File: config.mk
export PLATFORM = sky130hd
export DESIGN_NAME = pwr_wake_ctrl
export DESIGN_NICKNAME = d
export VERILOG_FILES = /design/src/rtl/pwr_wake_pkg.sv /design/src/rtl/pa_wake_detect.sv /design/src/rtl/sst_timer.sv /design/src/rtl/reset_flags.sv /design/src/rtl/pwr_wake_ctrl.sv
export SDC_FILE = /design/constraint.sdc
export NUM_CORES = 1
export LEC_CHECK = 0
export BUFFER_PORTS_ARGS = -buffer_cell sky130_fd_sc_hd__buf_2
export CORE_ASPECT_RATIO = 0.7
export CORE_MARGIN = 2
export CORE_UTILIZATION = 54
export DETAILED_ROUTE_END_ITERATION = 16
export GPL_TIMING_DRIVEN = 0
export PLACE_DENSITY = 0.83
export RECOVER_POWER = 50
export SKIP_LAST_GASP = 1
export SLEW_MARGIN = 20
export SYNTH_ARGS = -nofsm -noshare
export SYNTH_HDL_FRONTEND = slang
export SYNTH_SLANG_ARGS = --single-unit
File: constraint.sdc
create_clock -name clk -period 2.2 [get_ports clk]
set_clock_uncertainty 0.05 [all_clocks]
set_input_delay 0 -clock clk [delete_from_list [all_inputs] [get_ports clk]]
set_output_delay 0 -clock clk [all_outputs]
set_load 0.01 [all_outputs]
File: src/rtl/pwr_wake_pkg.sv
package pwr_wake_pkg;

    typedef enum logic [2:0] {
        ST_SST,
        ST_RUN,
        ST_HALT,
        ST_PIN_RUN,
        ST_PIN_HALT,
        ST_WDT_RST,
        ST_IRQ_GAP
    } pw_state_e;

    typedef enum logic [2:0] {
        WC_POWER    = 3'd0,
        WC_PIN_RUN  = 3'd1,
        WC_PIN_HALT = 3'd2,
        WC_WDT_RUN  = 3'd3,
        WC_WDT_HALT = 3'd4,
        WC_PORT     = 3'd5,
        WC_IRQ      = 3'd6
    } wake_cause_e;

endpackage

File: src/rtl/pa_wake_detect.sv
module pa_wake_detect #(
    parameter int W = 8
) (
    input  logic         clk,
    input  logic         por_i,
    input  logic [W-1:0] pin_i,
    input  logic [W-1:0] en_i,
    output logic         hit_o
);
    logic [W-1:0] meta_q;
    logic [W-1:0] sync_q;
    logic [W-1:0] prev_q;
    logic [W-1:0] fall;

    always_ff @(posedge clk or posedge por_i) begin
        if (por_i) begin
            meta_q <= '1;
            sync_q <= '1;
            prev_q <= '1;
        end else begin
            meta_q <= pin_i;
            sync_q <= meta_q;
            prev_q <= sync_q;
        end
    end

    for (genvar b = 0; b < W; b++) begin : g_bit
        assign fall[b] = prev_q[b] & ~sync_q[b] & en_i[b];
    end

    assign hit_o = |fall;

endmodule

File: src/rtl/sst_timer.sv
module sst_timer #(
    parameter int CYCLES = 1024
) (
    input  logic clk,
    input  logic por_i,
    input  logic load_i,
    output logic last_o
);
    localparam int CW = $clog2(CYCLES + 1);

    logic [CW-1:0] cnt_q;

    always_ff @(posedge clk or posedge por_i) begin
        if (por_i)
            cnt_q <= CW'(CYCLES);
        else if (load_i)
            cnt_q <= CW'(CYCLES);
        else if (cnt_q != '0)
            cnt_q <= cnt_q - 1'b1;
    end

    assign last_o = (cnt_q == CW'(1));

    // the wait advances by exactly one every cycle it is not reloaded
    assert_count_down_R1: assert property (@(posedge clk) disable iff (por_i)
        (!load_i && cnt_q != '0) |=> (cnt_q == $past(cnt_q) - 1'b1));

endmodule

File: src/rtl/reset_flags.sv
module reset_flags (
    input  logic clk,
    input  logic por_i,
    input  logic set_to_i,
    input  logic clr_to_i,
    input  logic set_pdf_i,
    input  logic clr_pdf_i,
    output logic to_o,
    output logic pdf_o
);
    always_ff @(posedge clk or posedge por_i) begin
        if (por_i) begin
            to_o  <= 1'b0;
            pdf_o <= 1'b0;
        end else begin
            if (set_to_i)
                to_o <= 1'b1;
            else if (clr_to_i)
                to_o <= 1'b0;
            if (set_pdf_i)
                pdf_o <= 1'b1;
            else if (clr_pdf_i)
                pdf_o <= 1'b0;
        end
    end

endmodule

File: src/rtl/pwr_wake_ctrl.sv
module pwr_wake_ctrl
    import pwr_wake_pkg::*;
#(
    parameter int PA_W       = 8,
    parameter int IRQ_W      = 4,
    parameter int SST_CYCLES = 1024
) (
    input  logic             clk,
    input  logic             por_i,
    input  logic             rst_pin_n,
    input  logic             wdt_ovf_i,
    input  logic             halt_i,
    input  logic             clr_wdt_i,
    input  logic [PA_W-1:0]  pa_pin_i,
    input  logic [PA_W-1:0]  pa_wake_en_i,
    input  logic [IRQ_W-1:0] irq_req_i,
    input  logic [IRQ_W-1:0] irq_en_i,
    input  logic             stack_full_i,
    output logic             chip_rst_o,
    output logic             warm_rst_o,
    output logic             sst_busy_o,
    output logic             exec_en_o,
    output logic             halted_o,
    output logic [2:0]       wake_cause_o,
    output logic             irq_vec_o,
    output logic             to_flag_o,
    output logic             pdf_flag_o
);
    pw_state_e   state_q, state_d;
    wake_cause_e cause_q, cause_d;
    logic        vec_q, vec_d;
    logic [IRQ_W-1:0] snap_q, snap_d;

    logic set_to, clr_to, set_pdf, clr_pdf;
    logic pa_hit, sst_last, sst_load;
    logic [IRQ_W-1:0] irq_new;
    logic irq_wake, irq_vec_ok;

    pa_wake_detect #(.W(PA_W)) u_pa (
        .clk   (clk),
        .por_i (por_i),
        .pin_i (pa_pin_i),
        .en_i  (pa_wake_en_i),
        .hit_o (pa_hit)
    );

    sst_timer #(.CYCLES(SST_CYCLES)) u_sst (
        .clk    (clk),
        .por_i  (por_i),
        .load_i (sst_load),
        .last_o (sst_last)
    );

    reset_flags u_flags (
        .clk       (clk),
        .por_i     (por_i),
        .set_to_i  (set_to),
        .clr_to_i  (clr_to),
        .set_pdf_i (set_pdf),
        .clr_pdf_i (clr_pdf),
        .to_o      (to_flag_o),
        .pdf_o     (pdf_flag_o)
    );

    assign irq_new    = irq_req_i & ~snap_q;
    assign irq_wake   = |irq_new;
    assign irq_vec_ok = (|(irq_new & irq_en_i)) & ~stack_full_i;
    assign sst_load   = (state_d == ST_SST) && (state_q != ST_SST);

    // State register
    always_ff @(posedge clk or posedge por_i) begin
        if (por_i) begin
            state_q <= ST_SST;
            cause_q <= WC_POWER;
            vec_q   <= 1'b0;
            snap_q  <= '0;
        end else begin
            state_q <= state_d;
            cause_q <= cause_d;
            vec_q   <= vec_d;
            snap_q  <= snap_d;
        end
    end

    // Next state and flag updates
    always_comb begin
        state_d = state_q;
        cause_d = cause_q;
        vec_d   = vec_q;
        snap_d  = snap_q;
        set_to  = 1'b0;
        clr_to  = 1'b0;
        set_pdf = 1'b0;
        clr_pdf = 1'b0;
        unique case (state_q)
            ST_SST: begin
                if (!rst_pin_n) begin
                    state_d = ST_PIN_RUN;
                    cause_d = WC_PIN_RUN;
                    vec_d   = 1'b0;
                end else if (sst_last) begin
                    state_d = (cause_q == WC_IRQ && vec_q) ? ST_IRQ_GAP : ST_RUN;
                end
            end
            ST_RUN: begin
                if (!rst_pin_n) begin
                    state_d = ST_PIN_RUN;
                    cause_d = WC_PIN_RUN;
                    vec_d   = 1'b0;
                end else if (wdt_ovf_i) begin
                    state_d = ST_WDT_RST;
                    cause_d = WC_WDT_RUN;
                    vec_d   = 1'b0;
                    set_to  = 1'b1;
                end else if (halt_i) begin
                    state_d = ST_HALT;
                    snap_d  = irq_req_i;
                    set_pdf = 1'b1;
                end else if (clr_wdt_i) begin
                    clr_pdf = 1'b1;
                end
            end
            ST_WDT_RST, ST_IRQ_GAP: begin
                if (!rst_pin_n) begin
                    state_d = ST_PIN_RUN;
                    cause_d = WC_PIN_RUN;
                    vec_d   = 1'b0;
                end else begin
                    state_d = ST_RUN;
                end
            end
            ST_PIN_RUN: begin
                if (rst_pin_n)
                    state_d = ST_RUN;
            end
            ST_PIN_HALT: begin
                if (rst_pin_n)
                    state_d = ST_SST;
            end
            ST_HALT: begin
                if (!rst_pin_n) begin
                    state_d = ST_PIN_HALT;
                    cause_d = WC_PIN_HALT;
                    vec_d   = 1'b0;
                    clr_to  = 1'b1;
                    set_pdf = 1'b1;
                end else if (wdt_ovf_i) begin
                    state_d = ST_SST;
                    cause_d = WC_WDT_HALT;
                    vec_d   = 1'b0;
                    set_to  = 1'b1;
                    set_pdf = 1'b1;
                end else if (pa_hit) begin
                    state_d = ST_SST;
                    cause_d = WC_PORT;
                    vec_d   = 1'b0;
                end else if (irq_wake) begin
                    state_d = ST_SST;
                    cause_d = WC_IRQ;
                    vec_d   = irq_vec_ok;
                end
            end
            default: state_d = ST_SST;
        endcase
    end

    // Outputs
    always_comb begin
        chip_rst_o = 1'b0;
        warm_rst_o = 1'b0;
        sst_busy_o = 1'b0;
        exec_en_o  = 1'b0;
        halted_o   = 1'b0;
        unique case (state_q)
            ST_SST: begin
                sst_busy_o = 1'b1;
                chip_rst_o = (cause_q == WC_POWER) || (cause_q == WC_PIN_HALT);
                warm_rst_o = (cause_q == WC_WDT_HALT);
            end
            ST_RUN:                              exec_en_o  = 1'b1;
            ST_HALT:                             halted_o   = 1'b1;
            ST_PIN_RUN, ST_PIN_HALT, ST_WDT_RST: chip_rst_o = 1'b1;
            ST_IRQ_GAP:                          exec_en_o  = 1'b0;
            default:                             chip_rst_o = 1'b1;
        endcase
    end

    assign wake_cause_o = cause_q;
    assign irq_vec_o    = vec_q;

    // HALT entry is visible on the flag register
    assert_halt_sets_pdf_R4: assert property (@(posedge clk) disable iff (por_i)
        (state_q == ST_RUN && rst_pin_n && !wdt_ovf_i && halt_i) |=> (halted_o && pdf_flag_o));

    // a pin reset while running leaves both flags alone
    assert_pin_run_keeps_flags_R2: assert property (@(posedge clk) disable iff (por_i)
        (state_q == ST_RUN && !rst_pin_n) |=> (chip_rst_o && $stable(to_flag_o) && $stable(pdf_flag_o)));

    // release of a running pin reset skips the start-up wait
    assert_pin_skips_sst_R2: assert property (@(posedge clk) disable iff (por_i)
        (state_q == ST_PIN_RUN && rst_pin_n) |=> (exec_en_o && !sst_busy_o));

    // watchdog wake from halt is a warm reset with both flags set
    assert_wdt_halt_warm_R5: assert property (@(posedge clk) disable iff (por_i)
        (state_q == ST_HALT && rst_pin_n && wdt_ovf_i) |=> (warm_rst_o && !chip_rst_o && to_flag_o && pdf_flag_o));

    // a vectored wake spends one more cycle before execution
    assert_vec_gap_R9: assert property (@(posedge clk) disable iff (por_i)
        ($fell(sst_busy_o) && irq_vec_o && !chip_rst_o) |-> !exec_en_o);

endmodule

# Word-level counts from Yosys, hierarchy flattened
# Index checks and enable logic that the tools add are counted.
# W data, S select, Z words.
# word_totals
output_inout_bits	11
word_cells	131
in_bits	31
reg_bits	48
# classes
n_addsub	1
mux	56
n_reduce_logical	21
bitwise	30
n_eq_ne	13
# ops
op	count
$mux W3	19
$mux W1	29
$mux W11	2
$pmux W3 S6	1
$and A1 B1 Y1	17
$eq A3 B3 Y1 const B	5
$eq A11 B1 Y1 const B	1
$reduce_bool A11 Y1	1
$sub A11 B1 Y11 const B	1
$not A1 Y1	10
$eq A3 B2 Y1 const B	3
$logic_not A3 Y1	3
$pmux W3 S3	1
$and A4 B4 Y4	2
$reduce_and A4 Y1	2
$reduce_or A4 Y1	2
$reduce_or A8 Y1	1
$reduce_bool A2 Y1	3
$reduce_bool A3 Y1	2
$reduce_or A3 Y1	2
$ne A5 B5 Y1 const B	1
$not A4 Y4	1
$pmux W1 S2	2
$reduce_or A2 Y1	2
other kinds (7)	8

# Longest topological paths before layout
# Gate-level depths: netlist of run 1.
# logic_depth
ltp_word	11
depth_mapped	8
mapped_depth_nobuf	7

# Hierarchy
# From an unflattened synthesis of run 1, not the netlist that was laid out.
# unflattened
cells_unflattened	210
area_unflattened_um2	2282.2
# modules_own_cells
mod	seq_area_each_um2	cells_per_inst	n_inst	area_per_inst_um2
pwr_wake_ctrl	275.3	88	1	833.3
pa_wake_detect	630.6	40	1	700.7
sst_timer	276.5	75	1	671.9
reset_flags	50.0	7	1	76.3

# Worst setup path before layout of run 1
# OpenSTA, ideal clock, no wires.
# synth_timing
kind	register to register
start	register u_pa.sync_q[7]
end	register cause_q[0] (netlist: wake_cause_o[0])
path_stages_with_launch	6
setup_ps	125
path_buffers	0
synth_period_minus_slack_ps	1934
t_required_ps	2025
arrival_ps	1760
setup_slack_ps	266
path_cell_list	dfstp_2 > o22ai_1 > nor4_1 > nand4_1 > nand4_1 > mux2_2
# synth_between
elab_chain_len	8
elab_cells_between_ends	10
cone_classes	eq/ne: 1; mux: 4; bitwise: 3; reduce/logical: 2
# synth_lines
element	line	rtl
start: declaration	pa_wake_detect.sv:11	logic [W-1:0] sync_q;
start signal: assignment	pa_wake_detect.sv:22	sync_q <= meta_q;
$not A1 Y1 *	pa_wake_detect.sv:28	assign fall[b] = prev_q[b] & ~sync_q[b] & en_i[b];
$and A1 B1 Y1 * (2 in series)	pa_wake_detect.sv:28	
$reduce_or A8 Y1 *	pa_wake_detect.sv:31	assign hit_o = |fall;
$mux W3	pwr_wake_ctrl.sv:153	end else if (pa_hit) begin
$mux W3	pwr_wake_ctrl.sv:147	end else if (wdt_ovf_i) begin
$mux W3	pwr_wake_ctrl.sv:141	if (!rst_pin_n) begin
$pmux W3 S3	pwr_wake_ctrl.sv:95	unique case (state_q)
end signal: assignment	pwr_wake_ctrl.sv:79	cause_q <= cause_d;
end: declaration	pwr_wake_ctrl.sv:30	wake_cause_e cause_q, cause_d;
# Every way passes the cells marked *; elsewhere a longest branch is shown, timed or not.
# A chain may end at the register's enable or synchronous reset.

# Final worst setup path of run 1
# layout_timing
start	register u_pa.sync_q[2]
end	register cause_q[0] (netlist: wake_cause_o[0])
# The elaborated chain is that of the path after synthesis.

==> flow_metrics.py, run 1 <==
metrics = {
    "clock_tree": {
        "root_buffer": "clkbuf_8",
        "clkLatencyLatePin_ns": 0.31,
        "numCtsBuffers": 5,
        "clock_path_buffers": 2,
        "cts_tree": "built",
        "h-tree-depth": 2,
        "cts.sinks": 48,
        "cts.clk_slew.worst_paths_ns": 0.09,
    },
    "routing": {
        "drt_wl_total_um": 4320,
        "drt_first_pass_iters": 4,
        "route.detailed.drc": 0,
        "drtAntennaViolNets": 0,
        "routed-via-count": 1636,
        "viasPerCell": 5.36,
        "wl_per_cell_um": 14.2,
        "drt_iter0_drc": 131,
    },
    "place": {
        "dp_hpwl_um": 2920,
        "place.gp.congestion": 0.937,
        "dpl.cell_count": 280,
        "dp_slack_ns": -0.169,
        "portBuffers": 41,
    },
    "logic_synthesis": {
        "yosysSeqAreaShare": 0.581,
        "synth-seq-cells": 48,
        "async_reset_ff_frac": 1.00,
        "synthCells": 186,
        "synth.distinct_cells": 46,
        "synth_nets": 220,
        "synth_edf_count": 0,
        "synthesis.area_mm2": 0.00212,
        "synth_flop_cell": "dfstp_2",
        "avgSynthCellArea_um2": 11.4,
        "synth_warnings": 0,
    },
    "grt": {
        "grt_pass1_vias": 1611,
        "grt_overflow": 0,
        "grt_max_degree": 33,
        "antenna_found_initial": 0,
        "grt_pass1_wl_um": 7190,
        "grtUsageTotal": 0.210,
    },
    "timing": {
        "whs_ns": 0.00890,
        "final_hold_viol_count": 0,
        "timing.fmax_ghz": 0.471,
        "relSlewSlack": 0.497,
        "worstMarginPinSlew_ns": 0.755,
        "period_needed_ns": 2.12,
        "setup_viol": 0,
        "period_share": 0.964,
        "slew_viol_final": 0,
        "layout_setup_ws_ns": 0.0783,
    },
    "floorplanning": {
        "ios": 42,
        "dieWidth_um": 78.9,
        "die_h_um": 56.4,
        "rows": 19,
        "fp.dieArea_mm2": 0.00445,
        "fp.coreArea_mm2": 0.00385,
        "start_util": 0.551,
    },
    "layout": {
        "syn_to_final_growth_pct": 28.0,
        "final_util": 0.705,
        "drive_gt1_frac": 0.364,
        "final_nets": 286,
        "finalNonFillerCells": 305,
        "diodes": 0,
    },
    "pwr": {
        "power.leakage_nw": 1.19,
        "pwr-share-comb": 0.365,
        "peakVddDrop_mv": 0.686,
        "power_density_mw_per_mm2": 1180,
        "power.share.clock": 0.223,
        "netSwitchingPower_mw": 1.12,
        "power.total_mw": 3.20,
        "p_sw_frac": 0.349,
        "p_int_mw": 2.09,
        "p_seq_frac": 0.412,
    },
    "status": {
        "run_status": "complete, no violations",
    },
    "critical_path": {
        "cp.arrival_ns": 2.27,
        "end_kind": "register",
        "startpoint_type": "register",
        "crit_start": "u_pa.sync_q[2]",
        "worstReg2RegStart": "u_pa.sync_q[2]",
        "critPathKind": "reg -> reg",
        "required_ns": 2.34,
        "path_max_fanout": 4,
    },
    "run": {
        "drv_cap": 0,
    },
    "min_path": {
        "min_from": "halt_i",
        "min_path_type": "in -> reg",
    },
}
-- cells in the mapped netlist (2+ instances only) --
cell type   n  area (µm²)
nand2b_1    5        31.3
nor2b_1     6        37.5
o31ai_1     3        22.5
nand2_1    17        63.8
mux2_2      6        67.6
ha_1        3        37.5
xnor2_1     6        52.6
nand4_1     4        25.0
o22ai_1     6        37.5
xor2_1      5        43.8
dfrtp_1    23         576
a21oi_1     4        20.0
buf_4       2        15.0
nor3_1      9        45.0
inv_1       5        18.8
nand3_1     4        20.0
a31oi_1     2        12.5
nand3b_1    2        15.0
nor4_1      5        31.3
dfstp_2    25         657
o21ai_0     4        20.0
nor2_1     16        60.1
-- worst max-delay path, cell delays in order (launching register included) --
cell and delay, ns:
dfstp_1 0.55, o22ai_1 0.15, nor4_4 0.41, nand4_1 0.24, nand4_1 0.26, mux2_2 0.36
-- final timing paths --
check                             endpoint  slack [ns]  cells past startpoint
max                        wake_cause_o[0]        0.08                      5
min                          u_flags.pdf_o       0.009                      3
max reg2reg                wake_cause_o[0]        0.08                      5
min reg2reg                 u_pa.sync_q[7]        0.30                      0
max in group asynchronous        snap_q[1]        0.74                      4
min in group asynchronous   u_pa.meta_q[5]        0.58                      3
-- repair_timing --
item	CTS	global route
setup endpoints to repair	14	7
gates cloned	0	0
resized for setup	1	2
pin swaps	0	2
hold buffers	15	0
setup buffers	0	2
endpoints found under the hold margin	53	0
-- registers in the layout (all words and copies together) (netlist names) --
register	flops
u_sst.cnt_q	11
u_pa.meta_q	8
u_pa.prev_q	8
u_pa.sync_q	8
snap_q	4
state_q	3
wake_cause_o	3
irq_vec_o	1
u_flags.pdf_o	1
u_flags.to_o	1
-- metal layers --
layer	global-route usage	up-vias	routed length, µm
li1	-	790	-
met1	0.289	789	2040
met2	0.332	51	2010
met3	0.0482	6	203
met4	0.0739	0	65
met5	0	-	0
-- metrics by stage --
| stage | TNS (ns) | instance area [µm²] |
|---|---|---|
| 6_report | 0 | 2720 |
| 5_1_grt | -0.0424 | 2720 |
| 4_1_cts | 0 | 2700 |
| 3_5_place_dp | -0.413 | 2410 |
| 3_3_place_gp | -0.250 | 2390 |
| 2_1_floorplan | 0 | 2120 |
-- cell families after synthesis --
kind of cell | share of synthesized area
mux | 0.0366
buf+inv | 0.0254
fa+ha+maj | 0.0177
xor+xnor | 0.0454
simple gates | 0.194
flops | 0.581
compound gates | 0.100
-- power groups by stage --
| stage | combinational, mW | sequential [mW] | clock [mW] |
|---|---|---|---|
| final | 1.17 | 1.32 | 0.713 |
| after global routing | 1.30 | 1.35 | 0.762 |
| after global placement | 1.05 | 1.32 | 0 |
| after floorplan | 0.813 | 1.30 | 0 |
| after CTS | 1.13 | 1.32 | 0.727 |
| after detailed placement | 1.09 | 1.33 | 0 |
-- area by class of cell --
type | instances | area, µm²
repair buffers | 59 | 375
clock buffers | 6 | 93.8
inverters | 6 | 22.5
plain buffers | 4 | 31.3
fillers | 296 | 1140
clock inverters | 2 | 38.8
well taps | 52 | 65.1
multi-input cells | 128 | 856
flip-flops and latches | 48 | 1230
-- cell usage in the layout, fill, tap and decap left out, types with 5 or more instances in the layout --
| master | synthesis | layout |
|---|---|---|
| nand2_1 | 17 | 17 |
| nor3_1 | 9 | 9 |
| nor2_1 | 16 | 16 |
| dfrtp_1 | 23 | 23 |
| o22ai_1 | 6 | 6 |
| dlygate4sd3_1 | 0 | 15 |
| dfstp_2 | 25 | 21 |
| xnor2_1 | 6 | 6 |
| buf_2 | 1 | 42 |
| mux2_2 | 6 | 6 |
| nand2b_1 | 5 | 5 |
| clkbuf_8 | 0 | 5 |
| xor2_1 | 5 | 5 |
| nor2b_1 | 6 | 6 |
| inv_1 | 5 | 5 |
Power figures use the tool's default switching activity.
==> inputs of run 2 (changes only) <==
--- a/config.mk
+++ b/config.mk
@@ -12,4 +12,5 @@
 export DETAILED_ROUTE_END_ITERATION = 16
 export GPL_TIMING_DRIVEN = 0
+export HOLD_SLACK_MARGIN = 0.15
 export PLACE_DENSITY = 0.83
 export RECOVER_POWER = 50
==> constraint.sdc (replaced) <==
create_clock -name clk -period 2.2 [get_ports clk]
set_clock_uncertainty 0.05 [all_clocks]
set_input_delay 0.44 -clock clk [delete_from_list [all_inputs] [get_ports clk]]
set_output_delay 0.44 -clock clk [all_outputs]
set_load 0.01 [all_outputs]
==> run 2 against run 1 <==
Compared with the run above:
- non-clock buffer count fell by 15
- critical path depth did not move
- first-iteration DRC count fell by 1.5%
- combinational power barely moved
- setup slack improved by 0.014 ns
- register-to-register slack barely moved
- core utilization fell by 3.2 points
- cell count fell by 4.9%
- via count fell by 3.5%
- total power rose by 0.34%
==> flow_metrics.py, run 2 (synthesis gave the netlist of run 1 again) <==
metrics = {
    "routing": {
        "routed-via-count": 1578,
        "route.detailed.drc": 0,
        "drt_iter0_drc": 129,
        "wl_per_cell_um": 14.0,
        "drt_wl_total_um": 4060,
        "viasPerCell": 5.44,
        "drtAntennaViolNets": 0,
        "drt_first_pass_iters": 4,
    },
    "critical_path": {
        "r2r_cells": 5,
        "worst_path_dominant_cell_family": "simple AND/OR/NAND/NOR gates",
        "crit_start": "u_pa.sync_q[2]",
        "crit_chain": "o22ai_1 -> nor4_4 -> nand4_1 -> nand4_1 -> mux2_2",
        "worstReg2RegStart": "u_pa.sync_q[2]",
        "cp.arrival_ns": 2.25,
        "critPathBufInv": 0,
        "critical_path_depth": 5,
        "crit_end": "wake_cause_o[0]",
        "crit_path_top_delay_cell": "dfstp_2",
        "path_max_fanout": 4,
        "r2r-end": "wake_cause_o[0]",
        "slowest_delay_ns": 0.55,
        "end_kind": "register",
        "critPathKind": "reg -> reg",
        "required_ns": 2.34,
        "cpMostUsedCell": "nand4_1",
        "r2r_setup_slack_ns": 0.09,
        "startpoint_type": "register",
    },
    "timing": {
        "slew_viol_final": 0,
        "worstMarginPinSlew_ns": 0.766,
        "period_share": 0.958,
        "relSlewSlack": 0.489,
        "layout_setup_ws_ns": 0.0925,
        "rsz0062_at_grt": "yes",
        "setup_viol": 0,
        "period_needed_ns": 2.11,
        "final_hold_viol_count": 0,
        "timing.fmax_ghz": 0.475,
        "whs_ns": 0.168,
    },
    "status": {
        "run_status": "complete, no violations",
    },
    "clock_tree": {
        "clkLatencyLatePin_ns": 0.31,
        "h-tree-depth": 2,
        "cts.sinks": 48,
        "cts_tree": "built",
        "root_buffer": "clkbuf_8",
        "cts.clk_slew.worst_paths_ns": 0.09,
        "numCtsBuffers": 5,
        "clock_path_buffers": 2,
    },
    "grt": {
        "grt_pass1_vias": 1512,
        "grt_overflow": 0,
        "grtUsageTotal": 0.200,
        "grt_pass1_wl_um": 6840,
        "antenna_found_initial": 0,
        "grt_max_degree": 33,
    },
    "floorplanning": {
        "rows": 19,
        "start_util": 0.551,
        "fp.dieArea_mm2": 0.00445,
        "die_h_um": 56.4,
        "ios": 42,
        "fp.coreArea_mm2": 0.00385,
        "dieWidth_um": 78.9,
    },
    "layout": {
        "largest_reg_flops": 11,
        "mostFrequentLayoutCells": "42 x buf_2, 24 x dfstp_2, 22 x dfrtp_1, 17 x nand2_1, 16 x nor2_1",
        "final_common_cell": "buf_2",
        "final_nets": 271,
        "regMostFlops": "u_sst.cnt_q",
        "drive_gt1_frac": 0.412,
        "syn_to_final_growth_pct": 22.2,
        "diodes": 0,
    },
    "pwr": {
        "power_density_mw_per_mm2": 1240,
        "power.total_mw": 3.22,
        "power.leakage_nw": 1.14,
        "peakVddDrop_mv": 0.710,
    },
    "place": {
        "dp_slack_ns": -0.260,
        "place.gp.congestion": 0.937,
        "portBuffers": 41,
        "dp_hpwl_um": 2920,
    },
    "min_path": {
        "min_path_type": "in -> reg",
    },
    "run": {
        "drv_cap": 0,
    },
}
==> run 2: changes by cell type in the layout (fill, tap and decap cells not counted) <==
| cell | previous run | this run |
|---|---|---|
| dfstp_1 | 4 | 1 |
| dfrtp_1 | 23 | 22 |
| nor4b_4 | 0 | 1 |
| nor3_1 | 9 | 8 |
| nor4b_1 | 1 | 0 |
| dlygate4sd3_1 | 15 | 0 |
| dfstp_2 | 21 | 24 |
| dfrtp_2 | 0 | 1 |
| nor3_4 | 0 | 1 |
==> run 2: power breakdown <==
| part | switching, mW | internal [mW] |
|---|---|---|
| sequential | 0.210 | 1.12 |
| clock | 0.302 | 0.412 |
| combinational | 0.620 | 0.549 |
==> run 2: how the worst min path moves through the flow <==
| stage | slack (ns) | start | to | cells after the start |
|---|---|---|---|---|
| 2_1_floorplan | 0.30 | u_pa.meta_q[0] | u_pa.sync_q[0] | 0 |
| 3_3_place_gp | 0.30 | u_pa.meta_q[0] | u_pa.sync_q[0] | 0 |
| 3_5_place_dp | 0.30 | u_pa.meta_q[0] | u_pa.sync_q[0] | 0 |
| 4_1_cts | 0.16 | pa_pin_i[2] | u_pa.meta_q[2] | 1 |
| 5_1_grt | 0.16 | pa_pin_i[3] | u_pa.meta_q[3] | 1 |
| 6_report | 0.17 | pa_pin_i[2] | u_pa.meta_q[2] | 1 |
==> run 2: layout make-up <==
cell class,count,area [µm²]
Sequential cell,48,1230
Fill cell,315,1260
Timing Repair Buffer,44,225
Multi-Input combinational cell,128,882
Buffer,4,31.3
Clock buffer,6,93.8
Inverter,6,22.5
Clock inverter,2,38.8
Tap cell,52,65.1
==> run 2: timing repair <==
item                                    in CTS  in global routing
hold buffers                                 0                  0
endpoints found under the setup margin      15                  8
gates resized for setup                      2                  6
endpoints found under the hold margin        0                  0
setup buffers                                0                  2
pin swaps                                    0                  1
==> run 2: layer usage <==
layer	global-route usage	vias up	routed length, µm
met2	0.309	49	1850
met1	0.288	765	1950
met4	0.0591	0	44
met5	0	-	0
met3	0.0466	4	224
li1	-	760	-
==> run 2: through the flow <==
step / cells / util / setup TNS (ns) / instance area (µm²)
2_1_floorplan: 186 / - / 0 / 2120
3_5_place_dp: 280 / 0.626 / -1.66 / 2410
4_1_cts: 288 / 0.664 / -0.114 / 2560
5_1_grt: 290 / 0.673 / -0.0172 / 2590
6_report: 290 / 0.673 / 0 / 2590
3_3_place_gp: 279 / 0.621 / -1.05 / 2390
